**src/rtl/nn_hit_pkg.sv**
```systemverilog
package nn_hit_pkg;

  // Pixel position of a channel in the scrambled layout.
  function automatic int pix_of_chan(int ch, int stride, int nch);
    return (ch * stride) % nch;
  endfunction

  // Inverse of pix_of_chan (valid when stride is coprime with nch).
  function automatic int chan_of_pix(int pix, int stride, int nch);
    for (int c = 0; c < nch; c++) begin
      if ((c * stride) % nch == pix) return c;
    end
    return 0;
  endfunction

endpackage

```
**src/rtl/nn_rst_sync.sv**
```systemverilog
module nn_rst_sync (
  input  logic clk,
  input  logic rst_n,
  output logic rst_sync_n
);
  logic meta_q;

  always_ff @(posedge clk or negedge rst_n) begin
    if (!rst_n) begin
      meta_q     <= 1'b0;
      rst_sync_n <= 1'b0;
    end else begin
      meta_q     <= 1'b1;
      rst_sync_n <= meta_q;
    end
  end
endmodule

```
**src/rtl/nn_nbr_gather.sv**
```systemverilog
// For every channel, OR together the hit bits of the channels whose
// pixels surround its own pixel. Wiring is fixed at elaboration.
module nn_nbr_gather #(
  parameter int ROWS   = 10,
  parameter int COLS   = 10,
  parameter int STRIDE = 37,
  localparam int NCH   = ROWS * COLS
) (
  input  logic [NCH-1:0] hit_eff,
  output logic [NCH-1:0] nbr_hit
);
  import nn_hit_pkg::*;

  for (genvar ch = 0; ch < NCH; ch++) begin : g_ch
    localparam int PIX = pix_of_chan(ch, STRIDE, NCH);
    localparam int PR  = PIX / COLS;
    localparam int PC  = PIX % COLS;
    logic [8:0] terms;

    for (genvar k = 0; k < 9; k++) begin : g_k
      localparam int NR = PR + (k / 3) - 1;
      localparam int NC = PC + (k % 3) - 1;
      if (k != 4 && NR >= 0 && NR < ROWS && NC >= 0 && NC < COLS) begin : g_in
        localparam int NB = chan_of_pix(NR * COLS + NC, STRIDE, NCH);
        assign terms[k] = hit_eff[NB];
      end else begin : g_out
        assign terms[k] = 1'b0;
      end
    end

    assign nbr_hit[ch] = |terms;
  end
endmodule

```
**src/rtl/nn_out_reg.sv**
```systemverilog
module nn_out_reg #(
  parameter int W = 100
) (
  input  logic         clk,
  input  logic         rst_n,
  input  logic         en,
  input  logic [W-1:0] d,
  output logic [W-1:0] q
);
  always_ff @(posedge clk or negedge rst_n) begin
    if (!rst_n)  q <= '0;
    else if (en) q <= d;
  end
endmodule

```
**src/rtl/nn_hit_expand.sv**
```systemverilog
module nn_hit_expand #(
  parameter int ROWS   = 10,
  parameter int COLS   = 10,
  parameter int STRIDE = 37,
  localparam int NCH   = ROWS * COLS
) (
  input  logic           clk,
  input  logic           rst_n,
  input  logic           hit_strobe,
  input  logic [NCH-1:0] hits,
  input  logic [NCH-1:0] chan_mask,
  output logic [NCH-1:0] rd_req,
  output logic [NCH-1:0] hit_flag
);
  logic           rst_sync_n;
  logic [NCH-1:0] hit_eff;
  logic [NCH-1:0] nbr_hit;
  logic [NCH-1:0] req_d;
  logic [NCH-1:0] flag_d;

  nn_rst_sync u_rst (
    .clk        (clk),
    .rst_n      (rst_n),
    .rst_sync_n (rst_sync_n)
  );

  always_comb hit_eff = hits & ~chan_mask;

  nn_nbr_gather #(.ROWS(ROWS), .COLS(COLS), .STRIDE(STRIDE)) u_gather (
    .hit_eff (hit_eff),
    .nbr_hit (nbr_hit)
  );

  always_comb begin
    flag_d = hit_eff;
    req_d  = ~chan_mask & (hit_eff | nbr_hit);
  end

  nn_out_reg #(.W(NCH)) u_req_reg (
    .clk (clk), .rst_n (rst_sync_n), .en (hit_strobe), .d (req_d), .q (rd_req)
  );

  nn_out_reg #(.W(NCH)) u_flag_reg (
    .clk (clk), .rst_n (rst_sync_n), .en (hit_strobe), .d (flag_d), .q (hit_flag)
  );

  // masked channels are never requested
  a_r6_mask_blocks: assert property (@(posedge clk) disable iff (!rst_sync_n)
    hit_strobe |=> (rd_req & $past(chan_mask)) == '0);

  // every flagged hit is also requested
  a_r3_flag_in_req: assert property (@(posedge clk) disable iff (!rst_sync_n)
    (hit_flag & ~rd_req) == '0);

  // flag follows the strobed, unmasked hits
  a_r2_flag_sample: assert property (@(posedge clk) disable iff (!rst_sync_n)
    hit_strobe |=> hit_flag == ($past(hits) & ~$past(chan_mask)));

  // outputs hold without a strobe
  a_r8_hold: assert property (@(posedge clk) disable iff (!rst_sync_n)
    !hit_strobe |=> ($stable(rd_req) && $stable(hit_flag)));

  // at most nine requests per direct hit
  a_r9_bounded: assert property (@(posedge clk) disable iff (!rst_sync_n)
    $countones(rd_req) <= 9 * $countones(hit_flag));
endmodule

```
**config.mk**
```make
export PLATFORM = sky130hd
export DESIGN_NAME = nn_hit_expand
export DESIGN_NICKNAME = d
export VERILOG_FILES = /design/src/rtl/nn_hit_pkg.sv /design/src/rtl/nn_rst_sync.sv /design/src/rtl/nn_nbr_gather.sv /design/src/rtl/nn_out_reg.sv /design/src/rtl/nn_hit_expand.sv
export SDC_FILE = /design/constraint.sdc
export NUM_CORES = 1
export LEC_CHECK = 0
export ABC_AREA = 1
export BUFFER_PORTS_ARGS = -buffer_cell sky130_fd_sc_hd__buf_4
export CAP_MARGIN = 20
export CORE_UTILIZATION = 30
export CTS_BUF_LIST = sky130_fd_sc_hd__clkbuf_4 sky130_fd_sc_hd__clkbuf_8
export CTS_CLUSTER_DIAMETER = 120
export DETAILED_ROUTE_END_ITERATION = 8
export PLACE_DENSITY_LB_ADDON = 0.12
export SETUP_SLACK_MARGIN = 0.3
export SLEW_MARGIN = 20
export SYNTH_ARGS = -nofsm -noshare
export SYNTH_HDL_FRONTEND = slang
export SYNTH_SLANG_ARGS = --single-unit
export TNS_END_PERCENT = 50
```
**constraint.sdc**
```tcl
create_clock -name clk -period 18.3 [get_ports clk]
set_clock_uncertainty 0.05 [all_clocks]
set_input_delay 4.575 -clock clk [delete_from_list [all_inputs] [get_ports clk]]
set_output_delay 4.575 -clock clk [all_outputs]
set_load 0.01 [all_outputs]
```
==> results.env <==
OUTCOME='finished, final reports clean'
CORE_MM2=0.03345
NUMBER_OF_PRIMARY_I_O_PINS=403
SW_FRAC_OF_TOTAL=0.3049
FINAL_MIN_PERIOD_OVER_CLOCK_PERIOD=0.3386
MIN-DELAY-PATH-CLASS='reg2reg'
UTILIZATION=0.4300
MAPPEDNETLISTNETS=1693
DIE_HEIGHT_UM=186.3
DR_TOTAL_VIAS=10680
DP.FINAL_HPWL_UM=33730
COUNT_OF_UNRESOLVED_DRC_VIOLATIONS_AFTER_ROUTING=0
DRT_ITER0_DRC=533
SYNTH.CELL_AREA_MM2=0.01019
HOLDCRITSTARTPOINT='u_rst.meta_q'
NUMCTSBUFFERS=39
WL_PER_CELL_UM=18.36
REPORT.FINAL.HOLD_VIOL_COUNT=0
PLACED_CELL_AREA_MM2=0.01360
CRIT_ARRIVAL_NS=6.51
POST_SYNTH.CELL_AREA_AVG_UM2=6.842
SYNTH_CELL_TYPES=12
CTS_REPAIR_RESIZE_COUNT=0
POSTROUTEANTENNANETS=0
CELL_INTERNAL_PWR_W=0.0008614
POST_SYNTH_INST_COUNT=1490
CLOCK_POWER_SHARE=0.370
LAYOUT-DRIVE-GT1-SHARE=0.2458
START_UTIL=0.3048
YS_FF_LATCH=202
CTS_MAX_PATH_BUFFERS=3
SYNTH.YOSYS.SEQ_AREA_SHARE=0.4958
MAX_SLEW.WORST_PIN.SLEW_NS=0.9629
CTS-HOLD-FIX-BUFFERS=0
TIMING.FMAX_MHz=161.4
MAX-SLEW-MARGIN-REL=0.3581
SETUP-TNS-FINAL_NS=0
CRITICAL_PATH_PEAK_FANOUT=203
NET-SWITCHING-POWER_W=0.0003778
STATIC-LEAKAGE-POWER_nW=8.601
TIMING.CRITICAL_PATH.REQUIRED_NS=18.61
CTS_TREE='yes'
CRITPATHKIND='in2reg'
FLOORPLAN.ROWS=67
ROUTABILITYCONGESTION=0.8533
FIRST_GLOBAL_VIAS=10570
TIMING.FINAL.SETUP_VIOLATIONS=0
MOST-COMMON-LAYOUT-CELLS='644 x sky130_fd_sc_hd__nand2_1, 404 x sky130_fd_sc_hd__buf_4, 204 x sky130_fd_sc_hd__nor2_1'
ANTENNA_FOUND_INITIAL=2
DESIGN.FINAL.NETS=2096
POSTROUTEWIRELENGTH_UM=43420
CLOCK-SINKS=202
P_SEQ_FRAC=0.415
CLOCK_LATENCY_NS=0.52
HTREEDEPTH=2
REG2REG_TO='u_flag_reg.q[89]'
SETUP_REPAIR_AFTER_GLOBAL_ROUTING_MISSED_ITS_MARGIN='false'
FIN_TOTAL_PWR_W=0.001239
HOLDPATHSTAGES=0
MIN_PERIOD_NS=6.196
FINALINSTANCEAREA_MM2=0.01438
TRACK_USAGE=0.2482
WORST_SETUP_PATH_START_KIND='input port'
GRT.OVERFLOW.TOTAL=0
WHS_NS=0.3032
POST_DRT_VIA_CELL_RATIO=4.515
PWR-SHARE-COMB=0.216
DESIGN.DIE.AREA_MM2=0.03472
ROOT_BUFFER_MASTER='sky130_fd_sc_hd__clkbuf_8'
MAXSLEWVIOLCOUNT=0
HOLD_PATH_END='u_rst.rst_sync_n'
GRT_MAX_DEGREE=204
WORSTSETUPENDPOINTTYPE='flip-flop'
PORT-BUFFER-COUNT=402
IRDROPWORSTVDD_V=0.00003528
GRT_PASS1_WL_UM=65280
P_PER_AREA_mW_PER_MM2=86.15
ORIGIN_OF_THE_CRITICAL_FLOP_TO_FLOP_PATH='u_rst.rst_sync_n'
RR_WORST_DEPTH=2
DIE_WIDTH_UM=186.3
YOSYSWARNINGCOUNT=0
MAX_CAP_VIOLATIONS=0
LEADING_CELL_TYPE_IN_THE_LAYOUT_FILL_AND_TAPS_EXCLUDED='sky130_fd_sc_hd__nand2_1'
REGTOREGSETUPSLACK_NS=15.37
CTS_POST_SETUP_BUFFERS_INSERTED=0
CTS.REPORTEDPATHS.CLKPINSLEW_NS=0.05
LAYOUT-AREA-OVERHEAD-VS-SYNTH_PCT=41.09
DRTPASS1ITERATIONS=5
## stage by stage
stage,setup WS (ns),std cells
after floorplan,12.20,1490
after global placement,11.66,2300
after detailed placement,11.58,2300
after CTS,12.16,2364
after global routing,11.91,2365
final,12.10,2365
## critical path: stages
cell                      delay (ns)
sky130_fd_sc_hd__buf_4          0.24
sky130_fd_sc_hd__inv_8          0.63
sky130_fd_sc_hd__buf_12         0.67
sky130_fd_sc_hd__o21ai_0        0.21
## layout make-up
cell class	count	area, um2
Fill cell	3592	19060
Sequential cell	202	5059
Multi-Input combinational cell	1049	4188
Timing Repair Buffer	405	3053
Clock buffer	62	765.7
Inverter	196	743.2
Tap cell	448	560.5
Clock inverter	2	12.51
Antenna cell	1	2.502
## power groups by stage
stage,registers (W),clock network [W],logic (W)
3_5_place_dp,0.000521,0,0.000270
2_1_floorplan,0.000540,0,0.0000960
4_1_cts,0.000514,0.000472,0.000270
6_report,0.000514,0.000458,0.000267
3_3_place_gp,0.000521,0,0.000267
5_1_grt,0.000519,0.000492,0.000295
## worst max-delay path by stage
stage | start | end | slack (ns) | cells past startpoint
4_1_cts | hit_strobe | u_flag_reg.q[59] | 12.16 | 4
3_5_place_dp | hit_strobe | u_flag_reg.q[59] | 11.58 | 4
2_1_floorplan | u_rst.rst_sync_n | u_flag_reg.q[0] | 12.20 | 0
3_3_place_gp | hit_strobe | u_flag_reg.q[11] | 11.66 | 4
5_1_grt | hit_strobe | u_req_reg.q[40] | 11.91 | 6
6_report | hit_strobe | u_flag_reg.q[89] | 12.10 | 4
## registers in the layout, indices dropped and copies added, names as in the netlist
register          count
u_flag_reg.q        100
u_req_reg.q         100
u_rst.meta_q          1
u_rst.rst_sync_n      1
## cell usage after synthesis
library cell | number | share of area
sky130_fd_sc_hd__dfrtp_1 | 202 | 0.50
sky130_fd_sc_hd__inv_1 | 195 | 0.072
sky130_fd_sc_hd__buf_2 | 26 | 0.013
sky130_fd_sc_hd__nor2_1 | 204 | 0.075
sky130_fd_sc_hd__nand2_1 | 644 | 0.24
sky130_fd_sc_hd__clkbuf_1 | 12 | 0.0044
sky130_fd_sc_hd__buf_4 | 4 | 0.0029
sky130_fd_sc_hd__conb_1 | 1 | 0.00037
sky130_fd_sc_hd__o21ai_0 | 107 | 0.053
sky130_fd_sc_hd__buf_6 | 1 | 0.0011
sky130_fd_sc_hd__inv_2 | 1 | 0.00037
sky130_fd_sc_hd__nand3_1 | 93 | 0.046
## cells by family (layout without fill, tap and decap cells)
group | count (synthesis) | after routing | share of synthesized area
simple gates | 941 | 941 | 0.3579
buf+inv | 239 | 665 | 0.09340
compound gates | 107 | 107 | 0.05253
flops | 202 | 202 | 0.4958
other cells | 1 | 2 | 0.0003678
## layer usage
| layer | global-route usage | up-vias | wire length [um] |
|---|---|---|---|
| met2 | 0.3866 | 416 | 19570 |
| met3 | 0.05887 | 60 | 3335 |
| li1 | - | 5312 | - |
| met1 | 0.3427 | 4889 | 19550 |
| met4 | 0.06898 | 2 | 959 |
| met5 | 0 | - | 13 |
Power figures use the tool's default switching activity.
